$ cat src/rtl/stream_qual_pkg.sv
package stream_qual_pkg;
  typedef enum logic [1:0] {SQ_IDLE, SQ_HPD, SQ_STRM} sq_state_e;
  typedef enum logic [1:0] {RES_NONE, RES_OK, RES_TMO, RES_LOCK} sq_res_e;
endpackage

$ cat src/rtl/sq_timer.sv
module sq_timer #(
  parameter int unsigned W = 8
) (
  input  logic         clk_i,
  input  logic         rst_ni,
  input  logic         en_i,
  input  logic         load_i,
  input  logic [W-1:0] load_val_i,
  input  logic [W-1:0] reload_val_i,
  output logic         tick_o
);
  logic [W-1:0] cnt_q;

  assign tick_o = en_i && (cnt_q == '0);

  always_ff @(posedge clk_i or negedge rst_ni) begin
    if (!rst_ni)     cnt_q <= '0;
    else if (load_i) cnt_q <= load_val_i;
    else if (tick_o) cnt_q <= reload_val_i;
    else if (en_i)   cnt_q <= cnt_q - W'(1);
  end
endmodule

$ cat src/rtl/sq_budget.sv
module sq_budget #(
  parameter int unsigned LIMIT = 100
) (
  input  logic clk_i,
  input  logic rst_ni,
  input  logic clr_i,
  input  logic inc_i,
  output logic last_o
);
  localparam int unsigned CW = $clog2(LIMIT + 1);
  localparam logic [CW-1:0] LAST_VAL = CW'(LIMIT - 1);

  logic [CW-1:0] cnt_q;

  // high while the sample now being taken is the final one allowed
  assign last_o = (cnt_q == LAST_VAL);

  always_ff @(posedge clk_i or negedge rst_ni) begin
    if (!rst_ni)                   cnt_q <= '0;
    else if (clr_i)                cnt_q <= '0;
    else if (inc_i && !last_o)     cnt_q <= cnt_q + CW'(1);
  end
endmodule

$ cat src/rtl/sq_run.sv
module sq_run #(
  parameter int unsigned RUN_LEN = 10
) (
  input  logic clk_i,
  input  logic rst_ni,
  input  logic clr_i,
  input  logic smp_i,
  input  logic hit_i,
  output logic fire_o
);
  localparam int unsigned CW = $clog2(RUN_LEN + 1);
  localparam logic [CW-1:0] FULL = CW'(RUN_LEN);

  logic [CW-1:0] cnt_q;

  // run exceeds RUN_LEN on this hit
  assign fire_o = smp_i && hit_i && (cnt_q == FULL);

  always_ff @(posedge clk_i or negedge rst_ni) begin
    if (!rst_ni)       cnt_q <= '0;
    else if (clr_i)    cnt_q <= '0;
    else if (smp_i) begin
      if (!hit_i)              cnt_q <= '0;
      else if (cnt_q != FULL)  cnt_q <= cnt_q + CW'(1);
    end
  end
endmodule

$ cat src/rtl/stream_qual.sv
module stream_qual
  import stream_qual_pkg::*;
#(
  parameter int unsigned SAMPLE_CYC     = 125000,
  parameter int unsigned HPD_SETTLE_CYC = 25000,
  parameter int unsigned HPD_POLL_CYC   = 1250,
  parameter int unsigned HPD_BUDGET     = 100,
  parameter int unsigned STREAM_BUDGET  = 100,
  parameter int unsigned RUN_LEN        = 10
) (
  input  logic clk_i,
  input  logic rst_ni,
  input  logic start_i,
  input  logic pll_lock_i,
  input  logic hpd_i,
  input  logic stream_on_i,
  output logic done_o,
  output logic ok_o,
  output logic timeout_o,
  output logic lock_err_o
);
  localparam int unsigned MAX_AB  = (SAMPLE_CYC > HPD_SETTLE_CYC) ? SAMPLE_CYC : HPD_SETTLE_CYC;
  localparam int unsigned MAX_CYC = (MAX_AB > HPD_POLL_CYC) ? MAX_AB : HPD_POLL_CYC;
  localparam int unsigned TW      = $clog2(MAX_CYC + 1);
  localparam logic [TW-1:0] SETTLE_LD = TW'(HPD_SETTLE_CYC - 1);
  localparam logic [TW-1:0] POLL_LD   = TW'(HPD_POLL_CYC - 1);
  localparam logic [TW-1:0] SAMPLE_LD = TW'(SAMPLE_CYC - 1);

  sq_state_e state_q, state_d;
  sq_res_e   res_q, res_d;

  logic busy, accept, tick;
  logic hpd_smp, strm_smp, hpd_last, strm_last, run_fire;
  logic tmr_load;
  logic [TW-1:0] tmr_load_val, tmr_reload_val;

  assign busy     = (state_q != SQ_IDLE);
  assign accept   = start_i && !busy;
  assign hpd_smp  = tick && (state_q == SQ_HPD);
  assign strm_smp = tick && (state_q == SQ_STRM);

  assign tmr_load       = (accept && pll_lock_i) || (hpd_smp && hpd_i);
  assign tmr_load_val   = accept ? SETTLE_LD : SAMPLE_LD;
  assign tmr_reload_val = (state_q == SQ_HPD) ? POLL_LD : SAMPLE_LD;

  sq_timer #(.W(TW)) u_timer (
    .clk_i       (clk_i),
    .rst_ni      (rst_ni),
    .en_i        (busy),
    .load_i      (tmr_load),
    .load_val_i  (tmr_load_val),
    .reload_val_i(tmr_reload_val),
    .tick_o      (tick)
  );

  sq_budget #(.LIMIT(HPD_BUDGET)) u_hpd_budget (
    .clk_i (clk_i),
    .rst_ni(rst_ni),
    .clr_i (accept),
    .inc_i (hpd_smp),
    .last_o(hpd_last)
  );

  sq_budget #(.LIMIT(STREAM_BUDGET)) u_strm_budget (
    .clk_i (clk_i),
    .rst_ni(rst_ni),
    .clr_i (accept),
    .inc_i (strm_smp),
    .last_o(strm_last)
  );

  sq_run #(.RUN_LEN(RUN_LEN)) u_run (
    .clk_i (clk_i),
    .rst_ni(rst_ni),
    .clr_i (accept),
    .smp_i (strm_smp),
    .hit_i (stream_on_i),
    .fire_o(run_fire)
  );

  always_comb begin
    state_d = state_q;
    res_d   = res_q;
    unique case (state_q)
      SQ_IDLE: begin
        if (start_i) begin
          if (pll_lock_i) begin
            state_d = SQ_HPD;
            res_d   = RES_NONE;
          end else begin
            res_d   = RES_LOCK;
          end
        end
      end
      SQ_HPD: begin
        if (hpd_smp) begin
          if (hpd_i) state_d = SQ_STRM;
          else if (hpd_last) begin
            state_d = SQ_IDLE;
            res_d   = RES_TMO;
          end
        end
      end
      SQ_STRM: begin
        if (strm_smp) begin
          // qualification takes priority over an exhausted budget
          if (run_fire) begin
            state_d = SQ_IDLE;
            res_d   = RES_OK;
          end else if (strm_last) begin
            state_d = SQ_IDLE;
            res_d   = RES_TMO;
          end
        end
      end
      default: state_d = SQ_IDLE;
    endcase
  end

  always_ff @(posedge clk_i or negedge rst_ni) begin
    if (!rst_ni) begin
      state_q <= SQ_IDLE;
      res_q   <= RES_NONE;
    end else begin
      state_q <= state_d;
      res_q   <= res_d;
    end
  end

  assign done_o     = (res_q != RES_NONE);
  assign ok_o       = (res_q == RES_OK);
  assign timeout_o  = (res_q == RES_TMO);
  assign lock_err_o = (res_q == RES_LOCK);
endmodule

$ cat config.mk
export PLATFORM = sky130hd
export DESIGN_NAME = stream_qual
export DESIGN_NICKNAME = d
export VERILOG_FILES = /design/src/rtl/stream_qual_pkg.sv /design/src/rtl/sq_timer.sv /design/src/rtl/sq_budget.sv /design/src/rtl/sq_run.sv /design/src/rtl/stream_qual.sv
export SDC_FILE = /design/constraint.sdc
export NUM_CORES = 1
export LEC_CHECK = 0
export BUFFER_PORTS_ARGS = -buffer_cell sky130_fd_sc_hd__buf_2
export CAP_MARGIN = 20
export CORE_MARGIN = 3
export CORE_UTILIZATION = 61
export CTS_BUF_LIST = sky130_fd_sc_hd__clkbuf_4 sky130_fd_sc_hd__clkbuf_8 sky130_fd_sc_hd__clkbuf_16
export CTS_CLUSTER_SIZE = 8
export DETAILED_ROUTE_END_ITERATION = 12
export PLACE_DENSITY = 0.79
export RECOVER_POWER = 100
export SLEW_MARGIN = 5
export SYNTH_ARGS = -nofsm -noshare
export SYNTH_HDL_FRONTEND = slang
export SYNTH_SLANG_ARGS = --single-unit
$ cat constraint.sdc
create_clock -name clk_i -period 2.61 [get_ports clk_i]
set_input_delay 0.6525 -clock clk_i [delete_from_list [all_inputs] [get_ports clk_i]]
set_output_delay 0.6525 -clock clk_i [all_outputs]
set_load 0.05 [all_outputs]
# Word level (Yosys, flattened, before mapping)
# Cells that the tools add are included.
dict set report word_totals {
  regBits 39
  inputBits 6
  out_inout_bits 4
  elab_cells 85
}
dict set report op_classes {
  n_addsub 4
  n_eq_ne 18
  muxes 31
  reduce_logical 26
}
# op n
set op_table {}
lappend op_table {{$mux 17} 5}
lappend op_table {{$mux 2} 16}
lappend op_table {{$mux 7} 4}
lappend op_table {{$logic_not 17->1} 1}
lappend op_table {{$sub 17x1->17 const B} 1}
lappend op_table {{$mux 4} 4}
lappend op_table {{$add 7x1->7 const B} 2}
lappend op_table {{$eq 7x7->1 const B} 2}
lappend op_table {{$pmux 2 s3} 2}
lappend op_table {{$logic_and 1x1->1} 10}
lappend op_table {{$reduce_bool 2->1} 5}
lappend op_table {{$ne 2x2->1 const B} 4}
lappend op_table {{$reduce_and 7->1} 1}
lappend op_table {{$eq 2x2->1 const B} 3}
lappend op_table {{$ne 3x2->1 const B} 2}
lappend op_table {{$reduce_and 6->1} 1}
lappend op_table {{$reduce_bool 3->1} 2}
lappend op_table {{$add 4x1->4 const B} 1}
lappend op_table {{$eq 2x1->1 const B} 2}
lappend op_table {{$eq 4x4->1 const B} 1}
lappend op_table {{$ne 2x1->1 const B} 2}
lappend op_table {{$ne 4x4->1 const B} 1}
lappend op_table {{$logic_not 1->1} 3}
lappend op_table {{$ne 3x1->1 const B} 1}
lappend op_table {{3 further kinds} 3}

# Longest topological paths before layout
# Gate-level depths: netlist (run 1).
dict set report logic_depth {
  word_depth 8
  ltp_mapped 8
  mapped_depth_nobuf 7
}

# Modules after synthesis
# From an unflattened synthesis (run 1), not the netlist that was laid out.
dict set report hier_totals {
  hier_cells 331
  area_unflattened_um2 2892.8
}
# mod instances cells_each area_each_um2 seq_area_each_um2
set by_module_without_submodules {}
lappend by_module_without_submodules {sq_timer 1 167 1386.3 425.4}
lappend by_module_without_submodules {sq_budget 2 46 424.2 175.2}
lappend by_module_without_submodules {stream_qual 1 44 404.1 100.1}
lappend by_module_without_submodules {sq_run 1 28 254.0 100.1}

# Worst setup path before layout (run 1)
# Ideal clock, no wire load.
dict set report synth_timing {
  path_kind {flip-flop to flip-flop}
  from {reg u_strm_budget.cnt_q[3]}
  to {reg res_q[1]}
  setup_ps 125
  arrival_time_ps 2086
  required_time_ps 2485
  path_slack_ps 399
  path_stages_with_launch 6
  path_buffers 0
  synth_period_minus_slack_ps 2211
  cell_sequence {dfrtp_1 -> or4b_4 -> o21ai_0 -> nand4_1 -> a2111oi_4 -> mux2_4}
}
dict set report synth_via {
  elab_chain_len 3
}
# item line_no
set synth_lines {}
lappend synth_lines {{start: declaration} sq_budget.sv:13} ;# logic [CW-1:0] cnt_q;
lappend synth_lines {{start signal: assignment} sq_budget.sv:21} ;# else if (inc_i && !last_o) cnt_q <= cnt_q + CW'(1);
lappend synth_lines {{$eq 7x7->1} sq_budget.sv:16} ;# assign last_o = (cnt_q == LAST_VAL);
lappend synth_lines {{$ne 3x2->1 (no source line)} n/a}
lappend synth_lines {{$reduce_and 7->1 (no source line)} n/a}
lappend synth_lines {{end signal: assignment} stream_qual.sv:126} ;# res_q <= res_d;
lappend synth_lines {{end: declaration} stream_qual.sv:30} ;# sq_res_e res_q, res_d;
# Every way passes these cells.
# A chain may end at the register's enable or synchronous reset.

# Worst setup path after layout (run 1)
# Ends and elaborated chain as after synthesis.

==> flow_summary.toml, run 1 <==
[detailed_routing]
drt.antenna.violating_nets = 0
totalWireLength_um = 5620
routedWlPerCell_um = 16.3
vias_per_cell = 6.17
drtIter0Drc = 157
drc = 0
vias = 2124
firstDrtPassIters = 4

[placed_design]
hpwl_um = 4130
dp_slack_ps = 217
numPlacedInstances = 336
io_buffers = 9
gp_congestion = 0.899

[power]
internal_power_w = 0.000802
p_seq_share_pct = 57.8
p_switching_w = 0.000257
power_density_nw_per_um2 = 396
clkPwrFrac_pct = 38.5
switching_share_pct = 24.3
comb_power_share_pct = 3.8
leakage_nw = 1.10
ir_worst_vdd_uv = 340

[synth]
synthSimpleGateAreaFrac_pct = 25.2
synth_compound_area_share_pct = 18.9
synth_nets = 294
synth_flop_cell = "dfrtp_1"
synth_commonest_cells = "39 x dfrtp_1, 25 x nor2_1, 22 x nand2_1"
synth-seq-area-share_pct = 39.6
ys_warn_count = 0
synth_edf_count = 0
postSynthCellCount = 277
synth_adder_area_share_pct = 5.59
synth-seq-cells = 39
synthTopCellsByArea = "dfrtp_1 40%, ha_1 5.6%, a21oi_1 3.9%, nor2_1 3.8%, nand4_1 3.6%"
yosys.area.top_type_share_pct = 39.6
synthMuxAreaShare_pct = 3.91
async_flop_share_pct = 100
synth_cell_type_count = 54
synth_xor_area_share_pct = 2.84
synth_top_family_by_area = "simple AND/OR/NAND/NOR gates"
yosysMostFrequentCell = "dfrtp_1"
yosysTopAreaCell = "dfrtp_1"
avgSynthCellArea_um2 = 8.89
synth_area_um2 = 2460

[die]
die_h_um = 69.6
die-area_um2 = 4840
die_x_um = 69.6
io_pins = 10
placeableCoreArea_um2 = 3770
row_count = 22
initial_utilization_pct = 65.3

[critical_path]
path_max_fanout = 5
criticalPathCategory = "flip-flop to flip-flop"
cp_slowest_cell = "or4b_4"
cp_top_family = "simple AND/OR/NAND/NOR gates"
path_buf_inv = 0
reg2reg_setup_slack_ps = 180
slowest_delay_ps = 550
cp-end-kind = "flip-flop"
cp_cell_sequence = "or4b_4 > o21ai_0 > nand4_1 > a2111oi_4 > mux2_1"
required_ps = 2780
critPathLaunchType = "flip-flop"
worstPathArrival_ps = 2610

[clock_tree]
tritoncts = "done"
ctsHoldBuffers = 0
clkTransAtPathRegs_ps = 80
htree_levels = 2
postCtsSetupRepairBufs = 0
insertion_delay_ps = 290
cts_sinks = 39
ctsResizeCount = 0
cts_buffer_depth = 2
root_buffer = "clkbuf_8"
numCtsBuffers = 5

[timing]
drv_slew = 0
max-slew-margin-rel_pct = 34.8
rsz0062_at_grt = "false"
finalSetupTns_ps = 0
fin_skew_ps = 5.73
setup_violations = 0
timing.final.ws_setup_ps = 176
finalHoldViolations = 0
finalCritPeriodShare_pct = 93.3
worstMarginPinSlew_ps = 978
period_minus_slack_ps = 2430
clock.fmax_mhz = 411

[finish]
finalNonFillerCells = 344
drive_gt1_share_pct = 9.80
diodes = 0
finish.utilization_pct = 71.0
area_delta_synth_final_pct = 8.63
nets = 312

[global_routing]
grt_pass1_wl_um = 9290
antenna_found_initial = 0
grt_overflow = 0
grt_pass1_vias = 1960
grt_usage_pct = 23.7
grt_max_degree = 40

[flow_run]
drv_cap = 0

[hold_path]
worst_hold_path_type = "primary input to async pin"

[run_status]
status = "completed"
through the flow:
step                power [W]  hold WS, ps  area, um^2
floorplan            0.000642          357        2460
global placement     0.000665          502        2620
detailed placement   0.000666          509        2620
CTS                   0.00107          505        2700
global route          0.00109          548        2680
finish                0.00106          502        2680
placed cells by master, fill, tap and decap left out, types with 6 or more instances in the layout:
cell type	n
mux2i_1	7
inv_1	15
nand4_1	14
nor3_1	11
o21ai_0	17
nand2_1	22
nand3_1	10
nor2_1	25
ha_1	11
buf_4	6
dfrtp_1	39
clkbuf_1	9
a21oi_1	19
a31oi_1	9
routing by layer:
metal  vias up  track usage, %  share of wire, %
met5         -               0                 0
met4         0            4.56              0.78
met3         5            4.35               3.7
met2        41            38.8                48
met1      1027            33.3                48
li1       1051               -                 -
cell families (layout without fill, tap and decap cells):
group | after synthesis | count (layout)
AND/OR/NAND/NOR | 115 | 115
adder cells (fa/ha/maj) | 11 | 11
multiplexers | 9 | 9
AO/OA/AOI/OAI | 70 | 70
XOR/XNOR | 8 | 8
flip-flops | 39 | 39
buffers and inverters | 25 | 44
power groups by stage:
stage	clock network [W]	registers [W]	logic [W]
3_5_place_dp	0	0.000624	0.0000424
4_1_cts	0.000412	0.000612	0.0000427
2_1_floorplan	0	0.000623	0.0000196
6_report	0.000407	0.000612	0.0000400
3_3_place_gp	0	0.000623	0.0000419
5_1_grt	0.000436	0.000612	0.0000449
cell type report:
| class | count | area (um^2) |
|---|---|---|
| Tap cell | 48 | 60.1 |
| Timing Repair Buffer | 20 | 104 |
| Multi-Input combinational cell | 213 | 1390 |
| Sequential cell | 39 | 976 |
| Clock inverter | 3 | 20.0 |
| Fill cell | 289 | 1090 |
| Clock buffer | 5 | 68.8 |
| Inverter | 16 | 60.1 |
flip-flops by register name, summed over array words and instances, names as in the netlist:
register             count
u_hpd_budget.cnt_q       7
state_q                  2
u_run.cnt_q              4
res_q                    2
u_timer.cnt_q           17
u_strm_budget.cnt_q      7
worst paths after layout:
path                                         from  cells after the start                    end
setup / recovery           u_strm_budget.cnt_q[3]                      5               res_q[1]
hold / removal                             rst_ni                      1             state_q[0]
setup reg to reg           u_strm_budget.cnt_q[3]                      5               res_q[1]
hold reg to reg                 u_timer.cnt_q[15]                      1      u_timer.cnt_q[15]
max in group asynchronous                  rst_ni                      1  u_hpd_budget.cnt_q[2]
min in group clk_i              u_timer.cnt_q[15]                      1      u_timer.cnt_q[15]
No activity file was read; power rests on OpenSTA's default activity.
==> inputs of run 2 (changes only) <==
RECOVER_POWER = 50   (was 100)
SKIP_LAST_GASP = 1   (was default)
==> run 2 against run 1 <==
Net effect: sequential cell count did not move; hold slack improved by 0.65 ps; die area did not move; maximum frequency rose by 0.65%; critical path depth did not move; register-to-register slack improved by 20 ps; clock skew fell by 0.53 ps; routed wire length fell by 0.14%; via count rose by 0.89%; worst setup slack improved by 16 ps; combinational power rose by 2%; highest routed layer unchanged.
==> flow_summary.toml, run 2 (same netlist as run 1, synthesis figures left out) <==
[clock_tree]
ctsResizeCount = 0
postCtsSetupRepairBufs = 0
tritoncts = "done"
clkTransAtPathRegs_ps = 80
insertion_delay_ps = 290
htree_levels = 2
cts_buffer_depth = 2
numCtsBuffers = 5
cts_sinks = 39
ctsHoldBuffers = 0
root_buffer = "clkbuf_8"

[global_routing]
grt_max_degree = 40
grt_overflow = 0
grt_usage_pct = 23.7
grt_pass1_wl_um = 9290
grt_pass1_vias = 1960
antenna_found_initial = 0

[timing]
finalCritPeriodShare_pct = 92.7
drv_slew = 0
clock.fmax_mhz = 414
rsz0062_at_grt = "false"
setup_violations = 0
max-slew-margin-rel_pct = 34.7
timing.final.ws_setup_ps = 192
period_minus_slack_ps = 2420
finalSetupTns_ps = 0
worstMarginPinSlew_ps = 979
finalHoldViolations = 0
fin_skew_ps = 5.20

[detailed_routing]
routedWlPerCell_um = 16.3
vias_per_cell = 6.23
drc = 0
drt.antenna.violating_nets = 0
totalWireLength_um = 5610
firstDrtPassIters = 4
vias = 2143
drtIter0Drc = 156

[die]
io_pins = 10
initial_utilization_pct = 65.3
row_count = 22
die_x_um = 69.6
placeableCoreArea_um2 = 3770
die_h_um = 69.6
die-area_um2 = 4840

[power]
power_w = 0.00106
leakage_nw = 1.12
ir_worst_vdd_uv = 340
power_density_nw_per_um2 = 393

[placed_design]
gp_congestion = 0.899
dp_slack_ps = 217
hpwl_um = 4130
io_buffers = 9

[finish]
finish.utilization_pct = 71.6
top_regs = "u_timer.cnt_q x17, u_hpd_budget.cnt_q x7, u_strm_budget.cnt_q x7"
area_delta_synth_final_pct = 9.65
largest_reg_flops = 17
diodes = 0
nets = 312
most-common-layout-cells = "39 x dfrtp_1, 25 x nor2_1, 22 x nand2_1"
final_common_cell = "dfrtp_1"
regMostFlops = "u_timer.cnt_q"
drive_gt1_share_pct = 12.5

[flow_run]
drv_cap = 0

[critical_path]
path_max_fanout = 5
worstPathArrival_ps = 2600
critPathLaunchType = "flip-flop"
required_ps = 2790
cp-end-kind = "flip-flop"
worstRegToRegCells = 5
criticalPathCategory = "flip-flop to flip-flop"

[run_status]
status = "completed"

[hold_path]
worst_hold_path_type = "primary input to async pin"
==> run 2: cell count changes in the layout (fill, tap and decap cells not counted), sizes merged <==
cell,before,now
buf,10,17
clkbuf,15,8
==> run 2: power breakdown <==
| part | leakage [nW] | total (W) | internal (W) | switching, W |
|---|---|---|---|---|
| Combinational | 0.645 | 0.0000410 | 0.00000920 | 0.0000318 |
| Sequential | 0.440 | 0.000612 | 0.000608 | 0.00000392 |
| Clock | 0.0402 | 0.000408 | 0.000186 | 0.000222 |
| Total | 1.12 | 0.00106 | 0.000803 | 0.000258 |
==> run 2: final cells by class <==
type	count	area, um^2
well taps	48	60.1
inverters	16	60.1
fillers	285	1070
clock buffers	5	68.8
clock inverters	3	20.0
flip-flops and latches	39	976
repair buffers	20	125
multi-input cells	213	1390
==> run 2: path summary, 6_finish.rpt <==
check	start	to	slack, ps
setup reg to reg	u_strm_budget.cnt_q[3]	res_q[1]	190
max in group asynchronous	rst_ni	u_hpd_budget.cnt_q[2]	1490
setup / recovery	u_strm_budget.cnt_q[3]	res_q[1]	190
min in group clk_i	u_timer.cnt_q[15]	u_timer.cnt_q[15]	530
hold / removal	rst_ni	state_q[0]	500
hold reg to reg	u_timer.cnt_q[15]	u_timer.cnt_q[15]	530
==> run 2: through the flow <==
step	hold slack, ps	instance area [um^2]	cells
floorplan	357	2460	277
global placement	502	2620	336
global route	548	2700	344
detailed placement	509	2620	336
CTS	505	2700	344
finish	502	2700	344
==> run 2: per-layer routing <==
layer  wire (um)  share of wire, %  track usage, %
met5           0                 0               0
met4          44              0.78            4.56
met3         235               4.2            4.35
met2        2700                48            38.8
met1        2630                47            33.3
==> run 2: worst max-delay path: stages, from the launching register on <==
cell,delay (ps)
dfrtp_1,420
or4b_4,550
o21ai_0,230
nand4_1,260
a2111oi_4,500
mux2_4,340
==> inputs of run 3 (changes only) <==
PLACE_DENSITY = 0.82   (was 0.79)
==> run 3 against run 2 <==
Net effect: power rose by 1.0%; sequential share of layout area grew 0.32 points; highest routed layer unchanged; sequential power is essentially flat; non-clock buffer count fell by 3; design area fell by 0.88%; largest power group unchanged; core utilization shrank 0.63 points; cell count is 1.2% lower; routed wire length is 1.2% lower; sequential cell count stayed put.
==> flow_summary.toml, run 3 (same netlist as run 1, synthesis figures left out) <==
[global_routing]
grt_use_met2_pct = 37.0
grt_max_degree = 40
met1_usage_pct = 36.2
grt_pass1_wl_um = 9620
grt_usage_pct = 24.4
use_met3_pct = 4.35
grt.busiest_layer = "met2"
grt_pass1_vias = 2017
grt_overflow = 0
antenna_found_initial = 0

[placed_design]
gp_congestion = 0.830
io_buffers = 9
numPlacedInstances = 333
hpwl_um = 3960

[power]
leakage_nw = 1.12
clkPwrFrac_pct = 39.0
internal_power_w = 0.000824
power_density_nw_per_um2 = 400
ir_worst_vdd_uv = 261
switching_share_pct = 23.1
p_switching_w = 0.000247
p_seq_share_pct = 57.1
comb_power_share_pct = 3.9

[finish]
diodes = 0
finalNonFillerCells = 340
most-common-layout-cells = "39 x dfrtp_1, 25 x nor2_1, 22 x nand2_1"
nets = 309
fillers = 295
final_common_cell = "dfrtp_1"
register_area_um2 = 976
regMostFlops = "u_timer.cnt_q"
area_delta_synth_final_pct = 8.68
drive_gt1_share_pct = 11.3
finish.utilization_pct = 71.0
top_regs = "u_timer.cnt_q x17, u_hpd_budget.cnt_q x7, u_strm_budget.cnt_q x7"
largest_reg_flops = 17
multi_input_area_um2 = 1390

[detailed_routing]
drc = 0
drtIter0Drc = 338
vias = 2190
drt.antenna.violating_nets = 0
totalWireLength_um = 5540
vias_per_cell = 6.44
firstDrtPassIters = 5
routedWlPerCell_um = 16.3

[timing]
worstMarginPinSlew_ps = 966
clock.fmax_mhz = 420
setup_violations = 0
rsz0062_at_grt = "false"
finalCritPeriodShare_pct = 91.2
period_minus_slack_ps = 2380
finalSetupTns_ps = 0
max-slew-margin-rel_pct = 35.6
drv_slew = 0
finalHoldViolations = 0
fin_skew_ps = 5.84

[clock_tree]
clkTransAtPathRegs_ps = 80
cts_buffer_depth = 2
tritoncts = "done"
root_buffer = "clkbuf_8"
numCtsBuffers = 5
insertion_delay_ps = 290
ctsResizeCount = 0
ctsHoldBuffers = 0
cts_sinks = 39
htree_levels = 2
postCtsSetupRepairBufs = 0

[die]
die_x_um = 69.6
io_pins = 10
die-area_um2 = 4840
die_h_um = 69.6
initial_utilization_pct = 65.3
row_count = 22
placeableCoreArea_um2 = 3770

[hold_path]
worst_hold_path_type = "primary input to async pin"

[critical_path]
cp_cell_sequence = "or4b_4 > o21ai_0 > nand4_1 > a2111oi_4 > mux2_4"
criticalPathCategory = "flip-flop to flip-flop"
critPathLaunchType = "flip-flop"
cp-end-kind = "flip-flop"
path_buf_inv = 0
worstPathArrival_ps = 2560
cp_top_family = "simple AND/OR/NAND/NOR gates"
path_max_fanout = 5
slowest_delay_ps = 550
required_ps = 2790
cp_slowest_cell = "or4b_4"

[flow_run]
drv_cap = 0

[run_status]
status = "completed"
run 3: cell types whose count changed in the layout (fill, tap and decap cells not counted):
cell / delta
clkinvlp_4: -2
buf_4: -3
clkbuf_8: +1
run 3: path summary, 6_finish.rpt:
| path | start | to | slack [ps] | cells past startpoint |
|---|---|---|---|---|
| worst max-delay path | u_strm_budget.cnt_q[3] | res_q[1] | 230 | 5 |
| min in group clk_i | u_timer.cnt_q[10] | u_timer.cnt_q[10] | 510 | 1 |
| worst min-delay path | rst_ni | u_hpd_budget.cnt_q[2] | 500 | 1 |
| max in group asynchronous | rst_ni | u_strm_budget.cnt_q[2] | 1510 | 1 |
| worst min register to register | u_timer.cnt_q[10] | u_timer.cnt_q[10] | 510 | 1 |
| worst max register to register | u_strm_budget.cnt_q[3] | res_q[1] | 230 | 5 |
run 3: layout make-up:
cell class	count	share of cell area, %
Clock inverter	1	0.187
Timing Repair Buffer	17	3.83
Inverter	16	2.24
Tap cell	48	2.24
Sequential cell	39	36.4
Multi-Input combinational cell	213	52.0
Clock buffer	6	3.08
run 3: routing by layer:
layer	part of all wire, %	routed length, um
met1	47	2620
met2	46	2530
met3	5.8	324
met4	1.2	65
met5	0	0
run 3: power groups by stage:
| stage | Clock (W) | Sequential (W) | Combinational (W) |
|---|---|---|---|
| finish | 0.000418 | 0.000612 | 0.0000416 |
| CTS | 0.000418 | 0.000611 | 0.0000430 |
| global route | 0.000446 | 0.000612 | 0.0000460 |
| global placement | 0 | 0.000623 | 0.0000421 |
| detailed placement | 0 | 0.000623 | 0.0000428 |
| floorplan | 0 | 0.000623 | 0.0000196 |
run 3: worst register-to-register path, cell delays in order, from the launching register on:
cell,delay [ps]
dfrtp_1,420
or4b_4,550
o21ai_0,250
nand4_1,240
a2111oi_4,480
mux2_4,330
run 3: through the flow:
stage	power (W)	area (um^2)	hold slack, ps	setup WS, ps
detailed placement	0.000666	2590	499	271
global placement	0.000665	2590	490	305
global route	0.00110	2680	535	59.7
finish	0.00107	2680	500	230
CTS	0.00107	2680	511	251
floorplan	0.000642	2460	357	399
